==> config.mk <==
export PLATFORM = sky130hd
export DESIGN_NAME = buscyc_lockdec
export DESIGN_NICKNAME = d
export VERILOG_FILES = /design/src/rtl/buscyc_pkg.sv /design/src/rtl/buscyc_decode.sv /design/src/rtl/buscyc_track.sv /design/src/rtl/buscyc_lock_fsm.sv /design/src/rtl/buscyc_lockdec.sv
export SDC_FILE = /design/constraint.sdc
export NUM_CORES = 1
export LEC_CHECK = 0
export BUFFER_PORTS_ARGS = -buffer_cell sky130_fd_sc_hd__buf_4
export CORE_MARGIN = 4
export CORE_UTILIZATION = 60
export CTS_BUF_LIST = sky130_fd_sc_hd__clkbuf_2
export CTS_CLUSTER_SIZE = 12
export DETAILED_ROUTE_END_ITERATION = 10
export PLACE_DENSITY_LB_ADDON = 0.15
export SLEW_MARGIN = 10
export SYNTH_ARGS = -nofsm -noshare
export SYNTH_HDL_FRONTEND = slang
export SYNTH_SLANG_ARGS = --single-unit
export TNS_END_PERCENT = 1
==> constraint.sdc <==
create_clock -name clk -period 6.84 [get_ports clk]
set_input_delay 1.368 -clock clk [delete_from_list [all_inputs] [get_ports clk]]
set_output_delay 1.368 -clock clk [all_outputs]
set_load 0.03 [all_outputs]
==> src/rtl/buscyc_pkg.sv <==
package buscyc_pkg;

  // Definition code is {mem/io, data/control, write/read}.
  localparam int CODE_W    = 3;
  localparam int NUM_CODES = 1 << CODE_W;

  // Combination never issued with the strobe: memory, control, read.
  localparam logic [CODE_W-1:0] RSV_CODE = 3'b100;

  typedef enum logic [1:0] {
    LK_IDLE = 2'd0,
    LK_PEND = 2'd1,
    LK_HELD = 2'd2
  } lk_state_e;

endpackage

==> src/rtl/buscyc_decode.sv <==
module buscyc_decode
  import buscyc_pkg::*;
#(
  parameter int W = CODE_W
) (
  input  logic                 clk,
  input  logic                 rst_n,
  input  logic                 ads_n,
  input  logic [W-1:0]         code,
  output logic [(1<<W)-1:0]    cyc_stb,
  output logic                 rsv_err
);

  localparam int N = 1 << W;

  logic [N-1:0] stb_w;

  // One flop per live code; the reserved slot is tied off.
  for (genvar i = 0; i < N; i++) begin : g_code
    if (W'(i) == RSV_CODE) begin : g_rsv
      assign stb_w[i] = 1'b0;
    end else begin : g_live
      logic hit_q;
      always_ff @(posedge clk or negedge rst_n) begin
        if (!rst_n) hit_q <= 1'b0;
        else        hit_q <= !ads_n && (code == W'(i));
      end
      assign stb_w[i] = hit_q;
    end
  end

  logic rsv_q;
  always_ff @(posedge clk or negedge rst_n) begin
    if (!rst_n) rsv_q <= 1'b0;
    else        rsv_q <= !ads_n && (code == RSV_CODE);
  end

  assign cyc_stb = stb_w;
  assign rsv_err = rsv_q;

  AST_STB_SINGLE: assert property (@(posedge clk) disable iff (!rst_n)
    $onehot0({cyc_stb, rsv_err}));
  AST_IDLE_QUIET: assert property (@(posedge clk) disable iff (!rst_n)
    ads_n |=> (cyc_stb == '0 && !rsv_err));
  AST_RSV_FLAG: assert property (@(posedge clk) disable iff (!rst_n)
    (!ads_n && code == RSV_CODE) |=> (rsv_err && cyc_stb == '0));

endmodule

==> src/rtl/buscyc_track.sv <==
module buscyc_track #(
  parameter int MAX_OUT = 4,
  localparam int CW     = $clog2(MAX_OUT + 1)
) (
  input  logic          clk,
  input  logic          rst_n,
  input  logic          issue,
  input  logic          ready_n,
  output logic          retire,
  output logic [CW-1:0] ahead
);

  localparam logic [CW-1:0] FULL = CW'(MAX_OUT);
  localparam logic [CW-1:0] ONE  = CW'(1);

  logic [CW-1:0] cnt_q;

  // Ready with nothing outstanding is dropped here.
  assign retire = !ready_n && (cnt_q != '0);
  // Cycles still ahead of an address issued on this edge.
  assign ahead  = retire ? cnt_q - ONE : cnt_q;

  always_ff @(posedge clk or negedge rst_n) begin
    if (!rst_n) begin
      cnt_q <= '0;
    end else begin
      case ({issue, retire})
        2'b10:   cnt_q <= cnt_q + ONE;
        2'b01:   cnt_q <= cnt_q - ONE;
        default: cnt_q <= cnt_q;
      endcase
    end
  end

  AST_NO_OVERFLOW: assert property (@(posedge clk) disable iff (!rst_n)
    (cnt_q == FULL && issue) |-> retire);
  AST_CNT_RANGE: assert property (@(posedge clk) disable iff (!rst_n)
    cnt_q <= FULL);

endmodule

==> src/rtl/buscyc_lock_fsm.sv <==
module buscyc_lock_fsm
  import buscyc_pkg::*;
#(
  parameter int MAX_OUT = 4,
  localparam int CW     = $clog2(MAX_OUT + 1)
) (
  input  logic          clk,
  input  logic          rst_n,
  input  logic          issue,
  input  logic          lock_req,
  input  logic          retire,
  input  logic [CW-1:0] ahead,
  output logic          lock_n
);

  localparam logic [CW-1:0] ONE = CW'(1);

  lk_state_e     state_q, state_d;
  logic [CW-1:0] wait_q, wait_d;   // unlocked cycles still ahead
  logic [CW-1:0] lkc_q, lkc_d;     // locked cycles not yet retired
  logic          lk_inc;

  assign lk_inc = issue && lock_req;

  always_comb begin
    state_d = state_q;
    wait_d  = wait_q;
    lkc_d   = lkc_q;
    unique case (state_q)
      LK_IDLE: begin
        if (lk_inc) begin
          lkc_d  = ONE;
          wait_d = ahead;
          state_d = (ahead == '0) ? LK_HELD : LK_PEND;
        end
      end
      LK_PEND: begin
        if (lk_inc) lkc_d = lkc_q + ONE;
        if (retire) begin
          wait_d = wait_q - ONE;
          if (wait_q == ONE) state_d = LK_HELD;
        end
      end
      LK_HELD: begin
        lkc_d = lkc_q;
        if (lk_inc) lkc_d = lkc_d + ONE;
        if (retire && lkc_q != '0) lkc_d = lkc_d - ONE;
        if (lkc_d == '0 && !lock_req) state_d = LK_IDLE;
      end
      default: state_d = LK_IDLE;
    endcase
  end

  always_ff @(posedge clk or negedge rst_n) begin
    if (!rst_n) begin
      state_q <= LK_IDLE;
      wait_q  <= '0;
      lkc_q   <= '0;
    end else begin
      state_q <= state_d;
      wait_q  <= wait_d;
      lkc_q   <= lkc_d;
    end
  end

  assign lock_n = (state_q != LK_HELD);

  AST_LOCK_HOLD: assert property (@(posedge clk) disable iff (!rst_n)
    (state_q == LK_HELD && lock_req) |=> (state_q == LK_HELD));
  AST_PEND_BOUND: assert property (@(posedge clk) disable iff (!rst_n)
    (state_q == LK_PEND) |-> (wait_q != '0 && lkc_q != '0));
  AST_PEND_NO_SKIP: assert property (@(posedge clk) disable iff (!rst_n)
    (state_q == LK_PEND && !retire) |=> (state_q == LK_PEND));

endmodule

==> src/rtl/buscyc_lockdec.sv <==
module buscyc_lockdec
  import buscyc_pkg::*;
#(
  parameter int MAX_OUT = 4
) (
  input  logic                 clk,
  input  logic                 rst_n,
  input  logic                 ads_n,
  input  logic                 ready_n,
  input  logic                 def_wr,
  input  logic                 def_data,
  input  logic                 def_mem,
  input  logic                 lock_req,
  output logic [NUM_CODES-1:0] cyc_stb,
  output logic                 rsv_err,
  output logic                 lock_n
);

  localparam int CW = $clog2(MAX_OUT + 1);

  logic [CODE_W-1:0] code;
  logic              issue;
  logic              retire;
  logic [CW-1:0]     ahead;

  assign code  = {def_mem, def_data, def_wr};
  assign issue = !ads_n;

  buscyc_decode #(.W(CODE_W)) u_dec (
    .clk     (clk),
    .rst_n   (rst_n),
    .ads_n   (ads_n),
    .code    (code),
    .cyc_stb (cyc_stb),
    .rsv_err (rsv_err)
  );

  buscyc_track #(.MAX_OUT(MAX_OUT)) u_trk (
    .clk     (clk),
    .rst_n   (rst_n),
    .issue   (issue),
    .ready_n (ready_n),
    .retire  (retire),
    .ahead   (ahead)
  );

  buscyc_lock_fsm #(.MAX_OUT(MAX_OUT)) u_lk (
    .clk      (clk),
    .rst_n    (rst_n),
    .issue    (issue),
    .lock_req (lock_req),
    .retire   (retire),
    .ahead    (ahead),
    .lock_n   (lock_n)
  );

  AST_LOCK_RELEASE: assert property (@(posedge clk) disable iff (!rst_n)
    $rose(lock_n) |-> !$past(lock_req));
  AST_LOCK_ENTRY: assert property (@(posedge clk) disable iff (!rst_n)
    $fell(lock_n) |-> $past(lock_req) || $past(!ready_n));

endmodule

Word level (Yosys, flattened, before mapping)
Index checks and enable logic that the tools add are counted.
{"block": "word_totals", "reg_bits": 19, "wordCells": 78, "input_bits": 8}
{"block": "classes", "n_reduce_logical": 27, "muxes": 17, "eq_ne": 17, "add_sub_neg": 5}
{"operator": "two-way mux 3 bit", "n": 8}
{"operator": "equality test 3 bit (second input constant)", "n": 4}
{"operator": "logical AND 1 bit", "n": 12}
{"operator": "case mux 3 bit (2 select lines)", "n": 2}
{"operator": "two-way mux 2 bit", "n": 5}
{"operator": "logical NOT 3 bit", "n": 3}
{"operator": "case mux 3 bit (3 select lines)", "n": 1}
{"operator": "nonzero test 3 bit", "n": 3}
{"operator": "subtractor 3 x 1 -> 3 bit (second input constant)", "n": 3}
{"operator": "!= test 2 x 1 -> 1 bit (second input constant)", "n": 4}
{"operator": "adder 3 x 1 -> 3 bit (second input constant)", "n": 2}
{"operator": "equality test 3 x 1 -> 1 bit (second input constant)", "n": 2}
{"operator": "equality test 3 x 2 -> 1 bit (second input constant)", "n": 2}
{"operator": "case mux 2 bit (3 select lines)", "n": 1}
{"operator": "equality test 2 x 1 -> 1 bit (second input constant)", "n": 2}
{"operator": "equality test 2 bit (second input constant)", "n": 2}
{"operator": "AND reduction 4 bit", "n": 1}
{"operator": "nonzero test 2 bit", "n": 2}
{"operator": "logical NOT 1 bit", "n": 3}
{"operator": "AND reduction 3 bit", "n": 1}
{"operator": "logical NOT 2 bit", "n": 1}
{"operator": "!= test 2 bit (second input constant)", "n": 1}
{"operator": "AND reduction 2 bit", "n": 1}

Longest topological paths before layout
Gate-level depths: netlist of run 1.
{"block": "logic_depth", "word_depth": 11, "depth_mapped": 9}

Cells and area by module
Synthesis of run 1 repeated with hierarchy kept, for this count alone.
{"block": "unflattened", "cells_unflattened": 137, "area_unflattened_um2": 1335.0}
{"module": "buscyc_lock_fsm", "cells_per_inst": 87, "n_inst": 1, "area_per_inst_um2": 738.2}
{"module": "buscyc_decode", "cells_per_inst": 25, "n_inst": 1, "area_per_inst_um2": 344.1}
{"module": "buscyc_track", "cells_per_inst": 24, "n_inst": 1, "area_per_inst_um2": 249.0}
{"module": "buscyc_lockdec", "cells_per_inst": 1, "n_inst": 1, "area_per_inst_um2": 3.8}

Least setup slack after synthesis of run 1
Ideal clock, no wire load.
{"block": "synth_path", "path_kind": "input to register", "from": "input lock_req", "to": "register u_lk.state_q[0]", "n_path_buf": 0, "setup_ns": 0.079, "cell_stages": 6, "setup_slack_ns": 3.848, "arrival_time_ns": 2.912, "cell_sequence": "or2b_4 > xnor2_4 > ha_1 > or4_4 > a31oi_4 > mux2i_1"}
{"block": "synth_via", "elab_chain_cells": 10}
{"item": "from (decl)", "line": "buscyc_lockdec.sv:13", "text": "input logic lock_req,"}
{"item": "logical AND 1 bit", "line": "buscyc_lock_fsm.sv:23", "text": "assign lk_inc = issue && lock_req;"}
{"item": "two-way mux 3 bit"}
{"item": "two-way mux 3 bit", "line": "buscyc_lock_fsm.sv:29", "text": "unique case (state_q)"}
{"item": "subtractor 3 x 1 -> 3 bit", "line": "buscyc_lock_fsm.sv:47", "text": "if (retire && lkc_q != '0) lkc_d = lkc_d - ONE;"}
{"item": "two-way mux 3 bit", "line": "buscyc_lock_fsm.sv:47"}
{"item": "two-way mux 3 bit", "line": "buscyc_lock_fsm.sv:29"}
{"item": "logical NOT 3 bit", "line": "buscyc_lock_fsm.sv:48", "text": "if (lkc_d == '0 && !lock_req) state_d = LK_IDLE;"}
{"item": "logical AND 1 bit", "line": "buscyc_lock_fsm.sv:48"}
{"item": "!= test 2 x 1 -> 1 bit (no source line)"}
{"item": "AND reduction 4 bit (no source line) (*)"}
{"item": "to (signal assigned)", "line": "buscyc_lock_fsm.sv:60", "text": "state_q <= state_d;"}
{"item": "to (decl)", "line": "buscyc_lock_fsm.sv:18", "text": "lk_state_e state_q, state_d;"}
Every way passes the cells marked *; elsewhere a longest branch is shown, timed or not. The select of a mux whose other input is x is not followed.
A chain may end at the register's enable or synchronous reset.

Worst setup path in the final report of run 1
{"block": "layout_path", "from": "input ads_n", "to": "register u_lk.state_q[0]"}
{"block": "layout_via", "elab_chain_cells": 11}
{"item": "from (decl)", "line": "buscyc_lockdec.sv:8", "text": "input logic ads_n,"}
{"item": "logical NOT 1 bit (*)", "line": "buscyc_lockdec.sv:27", "text": "assign issue = !ads_n;"}
{"item": "logical AND 1 bit (*)", "line": "buscyc_lock_fsm.sv:23"}
{"item": "two-way mux 3 bit"}
{"item": "two-way mux 3 bit", "line": "buscyc_lock_fsm.sv:29"}
{"item": "subtractor 3 x 1 -> 3 bit", "line": "buscyc_lock_fsm.sv:47"}
{"item": "two-way mux 3 bit", "line": "buscyc_lock_fsm.sv:47"}
{"item": "two-way mux 3 bit", "line": "buscyc_lock_fsm.sv:29"}
{"item": "logical NOT 3 bit", "line": "buscyc_lock_fsm.sv:48"}
{"item": "logical AND 1 bit", "line": "buscyc_lock_fsm.sv:48"}
{"item": "!= test 2 x 1 -> 1 bit (no source line)"}
{"item": "AND reduction 4 bit (no source line) (*)"}
Marks and branches as above.

==> results.yml, run 1 <==
timing:
  clock_skew_ns: 0.00690
  fin_crit_sh: 0.430
  period_minus_slack_ns: 2.94
  setup_ws_ns: 3.90
  rsz0062_at_grt: "false"
  fmax_mhz: 340
  finalSetupViolCount: 0
  hold_viol_final: 0
  tns_ns: 0
  final_max_slew_viol_count: 0
drt:
  top_layer: "met4"
  met1Wirelength_mm: 1.09
  wl_met2_mm: 1.25
  post_drt_via_cell_ratio: 5.75
  wl_met3_um: 146
  firstDrtPassIters: 4
  drc: 0
  routed_wl_mm: 2.50
  ant_nets: 0
  drtIter0Drc: 19
  wl_per_cell_um: 14.3
  vias: 1007
critical_path:
  r2r_cells: 9
  crit_type: "in -> reg"
  crit_cells: 7
  critical-path-max-stage-delay_ns: 0.55
  path_cells: "buf_4, or2b_4, xnor2_4, ha_1, or4_4, a31oi_4, mux2i_1"
  crit_fanout: 9
  crit_family: "simple AND/OR/NAND/NOR gates"
  crit_slowest_cell: "or4_4"
  path_buf_inv: 1
  worstSetupStartpointType: "primary input"
  critPathArrivalTime_ns: 3.19
  cp.required_ns: 7.09
  cp-end-kind: "flip-flop"
worst_hold_path:
  hp-class: "reg -> reg"
  holdPathStages: 2
floorplanning:
  die_h_um: 54.3
  rows: 16
  die-area_um2: 2950
  core_area_um2: 2000
  ios: 18
  die_w_um: 54.3
  start_util: 0.643
synth:
  ys_types: 40
  synth_area_um2: 1290
  yosysTopAreaCell: "dfrtp_1"
  yosysSeqAreaShare: 0.370
  synth-seq-cells: 19
  synth_cells: 137
  synth_top_area_frac: 0.370
  avgSynthCellArea_um2: 9.39
  ys_top_cells_by_area: "dfrtp_1 37%, ha_1 13%, buf_4 4.7%"
  yosys_warnings: 0
  syn_nets: 158
grt:
  grt_max_degree: 20
  grt_overflow: 0
  track_usage: 0.202
  antenna_found_initial: 0
  first_global_vias: 1042
  grt_pass1_wl_mm: 4.24
clock_network:
  cts_made_buffers: 3
  cts-root-buf: "clkbuf_2"
  cts_resized: 0
  ctsHoldBuffers: 0
  clkTransAtPathRegs_ns: 0.18
  cts.sinks: 19
  h-tree-depth: 1
  worstSkewPairLatency_ns: 0.32
  cts_setup_buffers: 0
  cts_tree: "yes"
  clk_path_buf_depth: 2
finish:
  antenna_cells: 0
  drive_gt1_frac: 0.162
  fillers: 166
  area_delta_synth_final_pct: 8.56
  finalNetCount: 170
place:
  place.gp.congestion: 0.909
  dp_hpwl_mm: 1.95
  dp_slack_ns: 3.58
  portBuffers: 16
power:
  internal-power_mw: 0.303
  powerDensity_nw_per_um2: 412
  p_comb_frac: 0.610
  power_frac_clock: 0.085
  p_sw_frac: 0.473
  peakVddDrop_mv: 0.286
  p_sw_mw: 0.272
  leakage_nw: 0.659
  p_seq_frac: 0.305
flow_run:
  maxCapViolations: 0
run_status:
  status: "completed"
==> worst paths after layout <==
path	from	end	slack, ns
max	ads_n	u_lk.state_q[0]	3.90
min	u_lk.wait_q[1]	u_lk.wait_q[1]	0.53
max reg2reg	u_trk.cnt_q[0]	u_lk.state_q[0]	4.32
min reg2reg	u_lk.wait_q[1]	u_lk.wait_q[1]	0.53
max in group asynchronous	rst_n	u_lk.state_q[1]	5.76
min in group asynchronous	rst_n	u_dec.g_code[6].g_live.hit_q	0.88
==> cells in the final DEF, fill, tap and decap left out, drive strengths merged, types with 3 or more instances in the layout <==
master   n
nor3     6
inv     13
nand2    8
buf     16
a21oi   10
ha      13
dfrtp   19
nor2     8
nand2b   5
clkbuf   3
xnor2    7
o21ai    8
==> synth_stat cells (all sizes together) <==
library cell and count:
nand2b 5, and3 1, or2 1, and3b 1
a2111oi 1, conb 1, a21oi 10, o32a 1
clkinv 1, or4 1, nand3b 1, xnor2 7
mux2i 2, dfrtp 19, a221oi 1, ha 13
o21ai 8, o22ai 2, o311ai 1, nor2b 1
clkbuf 1, or3 1, or2b 1, o21a 1
a22oi 2, nor4 1, nand2 8, o31ai 1
a31oi 2, nand3 2, xor2 1, buf 8
inv 13, nor2 8, a211o 1, nor3 6
nand4 2
==> flip-flops by register name (all words and copies together), names as in the netlist <==
| signal | cells |
|---|---|
| u_dec.g_code.g_live.hit_q | 7 |
| u_dec.rsv_err | 1 |
| u_lk.lkc_q | 3 |
| u_lk.state_q | 2 |
| u_lk.wait_q | 3 |
| u_trk.cnt_q | 3 |
==> metal layers <==
metal,track usage,up-vias
li1,-,490
met1,0.232,483
met2,0.341,30
met3,0.0599,4
met4,0.0954,0
met5,0,-
==> per-stage QoR <==
stage	std cells	hold slack [ns]	util	cell area [um2]	total power [mW]
final	175	0.527	0.698	1400	0.575
after global routing	175	0.566	0.698	1400	0.632
after CTS	175	0.532	0.698	1400	0.574
after detailed placement	171	0.489	0.688	1380	0.523
after global placement	171	0.470	0.688	1380	0.504
after floorplan	137	0.450	-	1290	0.442
==> worst register-to-register path, cell delays in order (launching register included) <==
cell      delay, ns
dfrtp_1        0.49
inv_1          0.09
ha_1           0.21
ha_1           0.19
or2_1          0.27
clkinv_1       0.18
nand2_1        0.14
or4_4          0.45
a31oi_4        0.22
mux2i_1        0.23
==> cells by family (layout without fill, tap and decap cells) <==
family          count (synthesis)  after routing  share of synthesized area
fa+ha+maj                      13             13                      0.126
compound gates                 31             31                      0.160
buf+inv                        23             34                     0.0905
other cells                     1              1                    0.00292
simple gates                   40             40                      0.166
flops                          19             19                      0.370
xor+xnor                        8              8                     0.0691
mux                             2              2                     0.0156
==> layout make-up <==
| class | instances | area [um2] | share of cell area |
|---|---|---|---|
| Inverter | 14 | 52.6 | 0.0376 |
| Multi-Input combinational cell | 95 | 694 | 0.497 |
| Clock buffer | 3 | 15.0 | 0.0108 |
| Timing Repair Buffer | 16 | 120 | 0.0860 |
| Clock inverter | 1 | 5.00 | 0.00358 |
| Tap cell | 27 | 33.8 | 0.0242 |
| Sequential cell | 19 | 475 | 0.341 |
==> power groups by stage <==
stage               sequential [mW]  clock, mW  combinational [mW]
finish                        0.175     0.0492               0.351
global route                  0.179     0.0573               0.396
CTS                           0.174     0.0506               0.349
detailed placement            0.177          0               0.346
global placement              0.175          0               0.329
floorplan                     0.170          0               0.272
Power figures use the tool's default switching activity.
==> inputs of run 2 (changes only) <==
CORE_UTILIZATION = 53   (was 60)
clock period = 2.6 ns   (was 6.84 ns; I/O delays follow)
==> run 2 against run 1 <==
Compared with the run above: clock power grew to 2.7 times the previous value; largest power group unchanged; non-clock buffer count is the same; sequential cell count is the same; cell count grew 0.57%.
==> results.yml, run 2 (synthesis gave the netlist of run 1 again) <==
timing:
  tns_ns: 0
  hold_viol_final: 0
  period_minus_slack_ns: 2.46
  hold_ws_ns: 0.0363
  fin_crit_sh: 0.946
  setup_ws_ns: 0.140
  fmax_mhz: 406
  finalSetupViolCount: 0
  final_max_slew_viol_count: 0
  tightest_slew_ns: 0.507
  rsz0062_at_grt: "false"
  slew_headroom: 0.657
  clock_skew_ns: 0.00527
grt:
  track_usage: 0.171
  grt_max_degree: 20
  antenna_found_initial: 0
  grt_pass1_wl_mm: 4.46
  grt_overflow: 0
  first_global_vias: 985
critical_path:
  path_buf_inv: 2
  r2r_cells: 9
  crit_top_cell: "ha_1"
  crit_slowest_cell: "dfrtp_1"
  r2r_end: "u_lk.state_q[0]"
  crit_fanout: 9
  path_cells: "inv_1, ha_1, ha_1, or2_1, clkinv_1, nand2_1, or4_4, a31oi_4, mux2i_1"
  critPathArrivalTime_ns: 2.71
  crit_family: "simple AND/OR/NAND/NOR gates"
  cp-end-kind: "flip-flop"
  worstReg2RegStart: "u_trk.cnt_q[0]"
  r2r_setup_slack_ns: 0.14
  crit_type: "reg -> reg"
  cp.required_ns: 2.85
  worstSetupStartpointType: "flip-flop"
  critical-path-max-stage-delay_ns: 0.48
clock_network:
  cts_tree: "yes"
  cts_setup_buffers: 0
  cts_resized: 0
  h-tree-depth: 1
  cts-root-buf: "clkbuf_2"
  clkTransAtPathRegs_ns: 0.20
  ctsHoldBuffers: 0
  worstSkewPairLatency_ns: 0.31
  cts_made_buffers: 3
  cts.sinks: 19
  clk_path_buf_depth: 2
power:
  p_sw_mw: 0.700
  power.total_mw: 1.50
  p_comb_frac: 0.606
  peakVddDrop_mv: 0.676
  power_frac_clock: 0.089
  internal-power_mw: 0.797
  p_sw_frac: 0.468
  p_seq_frac: 0.305
  powerDensity_nw_per_um2: 1070
  leakage_nw: 0.655
finish:
  antenna_cells: 0
  drive_gt1_frac: 0.162
  fillers: 201
  largest_reg_flops: 7
  final_cell_count_no_fill: 176
  regMostFlops: "u_dec.g_code.g_live.hit_q"
  final_cell_mix: "19 x dfrtp_1, 16 x buf_4, 13 x inv_1, 13 x ha_1, 10 x a21oi_1"
  layout_commonest_cell: "dfrtp_1"
  finalNetCount: 170
  area_delta_synth_final_pct: 8.85
drt:
  drc: 0
  wl_per_cell_um: 14.6
  routed_wl_mm: 2.56
  firstDrtPassIters: 5
  ant_nets: 0
  post_drt_via_cell_ratio: 5.61
  drtIter0Drc: 43
  vias: 987
place:
  place.gp.congestion: 0.851
  portBuffers: 16
  dp_slack_ns: 0.200
  dp.cells: 172
  dp_hpwl_mm: 2.07
floorplanning:
  ios: 18
  core_area_um2: 2250
  die_h_um: 57.3
  start_util: 0.570
  rows: 17
  die-area_um2: 3280
  die_w_um: 57.3
flow_run:
  maxCapViolations: 0
run_status:
  status: "completed"
worst_hold_path:
  hp-class: "in -> async"
[run 2: how the worst max path moves through the flow]
stage	from	end	cells past startpoint
2_1_floorplan	u_trk.cnt_q[0]	u_lk.state_q[0]	9
3_3_place_gp	u_trk.cnt_q[0]	u_lk.state_q[0]	9
3_5_place_dp	u_trk.cnt_q[0]	u_lk.state_q[0]	9
4_1_cts	u_trk.cnt_q[0]	u_lk.state_q[0]	9
5_1_grt	u_trk.cnt_q[0]	u_lk.state_q[1]	9
6_report	u_trk.cnt_q[0]	u_lk.state_q[0]	9
[run 2: per-stage QoR]
stage,instance area [um2],util
after floorplan,1290,-
after global placement,1380,0.611
after CTS,1400,0.621
after global routing,1400,0.621
after detailed placement,1380,0.611
final,1400,0.621
[run 2: final cells by class]
cell class,instances,area (um2),area share
clock buffer,3,15.0,0.0107
clock inverter,1,7.51,0.00536
inverter,14,52.6,0.0375
multi-input combinational,95,694,0.496
sequential,19,475,0.340
tap,28,35.0,0.0250
timing repair buffer,16,120,0.0858
[run 2: worst register-to-register path: stages (launching register included)]
cell,delay (ns)
dfrtp_1,0.48
inv_1,0.09
ha_1,0.21
ha_1,0.19
or2_1,0.28
clkinv_1,0.18
nand2_1,0.13
or4_4,0.44
a31oi_4,0.21
mux2i_1,0.21
[run 2: routing by layer]
metal	track usage	vias up	routed length [um]
li1	-	489	-
met1	0.232	464	1140
met2	0.285	30	1280
met3	0.0226	4	118
met4	0.0497	0	31
met5	0	-	0
[run 2: power by group through the flow]
stage / combinational, mW / sequential, mW / clock, mW
global placement: 0.867 / 0.460 / 0
detailed placement: 0.900 / 0.465 / 0
floorplan: 0.715 / 0.446 / 0
global route: 1.02 / 0.473 / 0.155
CTS: 0.906 / 0.458 / 0.137
finish: 0.907 / 0.457 / 0.133
